[src/rtl/frame_crc_pkg.sv]
package frame_crc_pkg;

  typedef enum logic [1:0] {
    PH_ACCUM = 2'b00,
    PH_SHIFT = 2'b01,
    PH_CHECK = 2'b10,
    PH_HOLD  = 2'b11
  } phase_e;

  // Strobes from control to datapath
  typedef struct packed {
    logic clear;
    logic accum;
    logic advance;
    logic check;
  } crc_strobe_t;

endpackage

[src/rtl/frame_crc_ctrl.sv]
module frame_crc_ctrl
  import frame_crc_pkg::*;
#(
  parameter int CRC_W = 15,
  parameter int CNT_W = $clog2(CRC_W + 1)
) (
  input  logic             clk,
  input  logic             rstN,
  input  logic             bitValid,
  input  logic             frameStart,
  input  phase_e           phase,
  output crc_strobe_t      strobe,
  output logic [CNT_W-1:0] shiftCnt
);

  localparam logic [CNT_W-1:0] FIELD_LEN = CNT_W'(CRC_W);

  logic fieldOpen;
  assign fieldOpen = (shiftCnt < FIELD_LEN);

  always_comb begin
    strobe       = '0;
    strobe.clear = frameStart;
    if (!frameStart && bitValid) begin
      unique case (phase)
        PH_ACCUM: strobe.accum = 1'b1;
        PH_SHIFT: strobe.advance = fieldOpen;
        PH_CHECK: begin
          strobe.advance = fieldOpen;
          strobe.check   = fieldOpen;
        end
        PH_HOLD:  ;
        default:  ;
      endcase
    end
  end

  always_ff @(posedge clk or negedge rstN) begin
    if (!rstN) begin
      shiftCnt <= '0;
    end else if (strobe.clear) begin
      shiftCnt <= '0;
    end else if (strobe.advance) begin
      shiftCnt <= shiftCnt + 1'b1;
    end
  end

endmodule

[src/rtl/frame_crc_dp.sv]
module frame_crc_dp
  import frame_crc_pkg::*;
#(
  parameter int                 CRC_W = 15,
  parameter logic [CRC_W-1:0]   POLY  = 15'h4599
) (
  input  logic             clk,
  input  logic             rstN,
  input  crc_strobe_t      strobe,
  input  logic             bitIn,
  input  logic             crcBitIn,
  output logic [CRC_W-1:0] crcState,
  output logic             crcBitOut,
  output logic             crcError
);

  logic             feedback;
  logic [CRC_W-1:0] shifted;
  logic [CRC_W-1:0] nextAccum;
  logic             mismatch;

  assign crcBitOut = crcState[CRC_W-1];
  assign feedback  = bitIn ^ crcState[CRC_W-1];
  assign shifted   = {crcState[CRC_W-2:0], 1'b0};
  assign nextAccum = shifted ^ (feedback ? POLY : '0);
  assign mismatch  = strobe.check && (crcBitIn != crcState[CRC_W-1]);

  always_ff @(posedge clk or negedge rstN) begin
    if (!rstN) begin
      crcState <= '0;
    end else if (strobe.clear) begin
      crcState <= '0;
    end else if (strobe.accum) begin
      crcState <= nextAccum;
    end else if (strobe.advance) begin
      crcState <= shifted;
    end
  end

  always_ff @(posedge clk or negedge rstN) begin
    if (!rstN) begin
      crcError <= 1'b0;
    end else if (strobe.clear) begin
      crcError <= 1'b0;
    end else if (mismatch) begin
      crcError <= 1'b1;
    end
  end

endmodule

[src/rtl/frame_crc15.sv]
module frame_crc15
  import frame_crc_pkg::*;
#(
  parameter int               CRC_W = 15,
  parameter logic [CRC_W-1:0] POLY  = 15'h4599
) (
  input  logic       clk,
  input  logic       rstN,
  input  logic       bitValid,
  input  logic       frameStart,
  input  logic [1:0] phaseSel,
  input  logic       bitIn,
  input  logic       crcBitIn,
  output logic       crcBitOut,
  output logic       crcError
);

  localparam int CNT_W = $clog2(CRC_W + 1);

  phase_e           phase;
  crc_strobe_t      strobe;
  logic [CNT_W-1:0] shiftCnt;
  logic [CRC_W-1:0] crcState;

  assign phase = phase_e'(phaseSel);

  frame_crc_ctrl #(.CRC_W(CRC_W), .CNT_W(CNT_W)) u_ctrl (
    .clk        (clk),
    .rstN       (rstN),
    .bitValid   (bitValid),
    .frameStart (frameStart),
    .phase      (phase),
    .strobe     (strobe),
    .shiftCnt   (shiftCnt)
  );

  frame_crc_dp #(.CRC_W(CRC_W), .POLY(POLY)) u_dp (
    .clk       (clk),
    .rstN      (rstN),
    .strobe    (strobe),
    .bitIn     (bitIn),
    .crcBitIn  (crcBitIn),
    .crcState  (crcState),
    .crcBitOut (crcBitOut),
    .crcError  (crcError)
  );

endmodule

[config.mk]
export PLATFORM = sky130hd
export DESIGN_NAME = frame_crc15
export DESIGN_NICKNAME = d
export VERILOG_FILES = /design/src/rtl/frame_crc_pkg.sv /design/src/rtl/frame_crc_ctrl.sv /design/src/rtl/frame_crc_dp.sv /design/src/rtl/frame_crc15.sv
export SDC_FILE = /design/constraint.sdc
export NUM_CORES = 1
export LEC_CHECK = 0
export BUFFER_PORTS_ARGS = -buffer_cell sky130_fd_sc_hd__buf_2
export CORE_UTILIZATION = 49
export CTS_BUF_LIST = sky130_fd_sc_hd__clkbuf_4 sky130_fd_sc_hd__clkbuf_8
export DETAILED_ROUTE_END_ITERATION = 12
export PLACE_DENSITY_LB_ADDON = 0.05
export SLEW_MARGIN = 20
export SYNTH_ARGS = -nofsm -noshare
export SYNTH_HDL_FRONTEND = slang
export SYNTH_SLANG_ARGS = --single-unit
[constraint.sdc]
create_clock -name clk -period 2 [get_ports clk]
set_input_delay 0.1 -clock clk [delete_from_list [all_inputs] [get_ports clk]]
set_output_delay 0.1 -clock clk [all_outputs]
set_load 0.1 [all_outputs]
==> results.cfg <==
[pwr]
power.density_nw_per_um2 = 749
ir_worst_vdd_mv = 0.851
power_leakage_nw = 0.550

[placed_design]
gp_congestion = 0.766
dpl.hpwl_um = 1210
placed_cells = 125
port_buffers = 9

[timing]
tightest_slew_ps = 484
period_share_pct = 84.1
fin_crit_ps = 1680
drv_slew = 0
slew-limit-headroom_pct = 68.0
rsz0062_at_grt = false
fmax_mhz = 595
tns_ps = 0
hold_viol_final = 0
finalClockSkew_ps = 16.0
setup_viol = 0

[synth]
syn_nets = 103
ys_seq_area_share_pct = 49.3
synth.distinct_cells = 32
yosysWarnings = 0
syn_inst = 92
syn_area_um2 = 1010
synth-seq-cells = 20
syn_area_per_cell_um2 = 11.0

[worst_setup_path]
crit_required_ps = 2210
reg2reg_depth = 5
cp_num_buf_inv = 0
cp-start-kind = flop
critical_path_depth = 5
worst_path_largest_cell_delay_ps = 410
crit_path_end_kind = flop
timing.rr.start = u_ctrl.shiftCnt[0]
crit_slowest_cell = dfrtp_1
regToRegSetupSlack_ps = 320
r2r-end = u_dp.crcState[3]
worstPathMaxFanout = 7
critPathTopFamily = simple AND/OR/NAND/NOR gates
worstPathArrival_ps = 1890
worstPathCellList = ha_1 > nand3_1 > and3_1 > nor3_4 > a221o_1
crit_type = reg -> reg

[global_routing]
grt.total_usage_pct = 18.4
grt_pass1_vias = 593
grt_pass1_wl_um = 2750
grt_overflow = 0
antenna_found_initial = 0
grt_max_degree = 21

[clock_tree]
cts_inserted_buffers = 3
cts_sinks = 20
cts_tree = done
cts.reportedPaths.clkPinSlew_ps = 120
post-cts-setup-buffers = 0
cts_max_level = 1
cts_root_buffer = clkbuf_4
clk_latency_ps = 310
cts.path.max_buffers = 2

[status]
outcome = complete, no violations

[hold_path]
min_path_type = in -> reg
min_path_cells = 3
min-delay-start = bitValid
hold_path_end = u_dp.crcError

[routing]
vias = 724
postRouteAntennaNets = 0
drt_first_pass_iters = 4
routed_wl_um = 1850
post_drt_wl_per_cell_um = 14.2
route.detailed.drc = 0
vias_per_cell = 5.57
drt_iter0_drc = 11

[final_layout]
final_layout_size_suffix_gt1_share_pct = 17.5
area_growth_syn_to_layout_pct = 11.3
instances_no_fill = 130
final-seq-area_um2 = 500
multi_input_area_um2 = 480
layout.nets = 115
n_fill_cell = 181
diodes = 0

[floorplan]
start_util_pct = 51.7
die_w_um = 47.5
core_um2 = 1960
die_h_um = 47.5
rows = 16
ios = 10
die-area_um2 = 2260

[flow_run]
maxCapViolations = 0
==> cell type report <==
cell class                 count  area share, %
clock buffer                   3           1.99
clock inverter                 1           2.66
inverter                       2          0.664
multi-input combinational     67           42.5
sequential                    20           44.3
tap                           27           2.99
timing repair buffer          10           4.87
==> synthesized netlist by cell type <==
library cell  instances  area [um2]
a21boi_0              1        7.51
a21oi_1               1        5.00
a221o_1               5        50.1
a22o_1                2        17.5
a31o_2                1        8.76
a31oi_1               1        6.26
a41oi_1               1        8.76
and2_1                1        6.26
and3_1                1        6.26
buf_6                 2        22.5
clkbuf_1              1        3.75
dfrtp_1              20         500
ha_1                  3        37.5
inv_1                 2        7.51
mux2_2                1        11.3
mux2i_1               8        80.1
nand2_1               3        11.3
nand2b_1              2        12.5
nand3_1               4        20.0
nand3b_1              1        7.51
nand4b_1              1        8.76
nor2_1               15        56.3
nor2b_1               2        12.5
nor2b_2               1        8.76
nor3_1                1        5.00
nor3_4                1        16.3
nor3b_1               1        7.51
o21ai_0               3        15.0
o21ba_1               1        10.0
or3b_2                1        8.76
xnor2_1               3        26.3
xor2_1                1        8.76
==> report_power, final <==
part           switching [W]   total, W  leakage, nW  internal (W)
logic              0.0000602  0.0000966        0.246     0.0000364
clock network       0.000124   0.000327       0.0279      0.000203
registers         0.00000804   0.000423        0.277      0.000414
total               0.000192   0.000846        0.550      0.000654
==> registers in the layout, indices dropped and copies added (netlist names) <==
register	cells
u_dp.crcState	15
u_dp.crcError	1
u_ctrl.shiftCnt	4
==> metrics by stage <==
step | hold WS [ps] | cell area (um2) | total power [W] | utilization, % | setup WS [ps]
6_report | 119 | 1130 | 0.000846 | 57.6 | 319
5_1_grt | 119 | 1130 | 0.000884 | 57.6 | 204
4_1_cts | 111 | 1130 | 0.000858 | 57.6 | 315
3_5_place_dp | 70.0 | 1070 | 0.000525 | 54.4 | 324
3_3_place_gp | 62.7 | 1070 | 0.000524 | 54.4 | 378
2_1_floorplan | -196 | 1010 | 0.000498 | - | 142
==> cell usage in the layout, fill, tap and decap left out, types with 3 or more instances in the layout <==
cell type / count
o21ai_0: 3
mux2i_1: 8
nand3_1: 4
a221o_1: 5
ha_1: 3
dfrtp_1: 20
buf_2: 9
clkbuf_4: 3
nor2_1: 15
xnor2_1: 3
nand2_1: 3
==> kinds of logic (layout without fill, tap and decap cells) <==
family / after synthesis / in the layout / synth area share (%)
DFF: 20 / 20 / 49.3
adders and majority gates: 3 / 3 / 3.70
xor gates and xnor gates: 4 / 4 / 3.45
and+or+nand+nor: 35 / 35 / 18.5
muxes: 9 / 9 / 9.00
AOI/OAI and AO/OA: 16 / 16 / 12.7
buffers and inverters: 5 / 16 / 3.33
==> worst min-delay path: stages <==
cell and delay (ps):
buf_2 130, a41oi_1 100, nor2_1 70
==> worst max path at each step <==
stage	from	endpoint	slack [ps]
after floorplan	u_dp.crcState[14]	u_dp.crcState[14]	140
after global placement	u_ctrl.shiftCnt[0]	u_dp.crcState[10]	380
after detailed placement	u_ctrl.shiftCnt[0]	u_dp.crcState[4]	320
after CTS	u_ctrl.shiftCnt[0]	u_dp.crcState[3]	320
after global routing	u_ctrl.shiftCnt[0]	u_ctrl.shiftCnt[0]	200
final	u_ctrl.shiftCnt[0]	u_dp.crcState[3]	320
==> routing by layer <==
layer	wire length (um)	global-route usage, %	up-vias	share of wire (%)
met5	0	0	-	0
met4	10	5.14	0	0.54
met3	88	5.66	2	4.8
met2	865	29.0	17	47
met1	888	24.6	354	48
li1	-	-	351	-
==> timing repair <==
item / CTS / global route
gates resized for setup: 0 / 0
hold buffers: 1 / 0
setup endpoints to repair: 0 / 0
hold endpoints to repair: 20 / 0
Power figures use the tool's default switching activity.
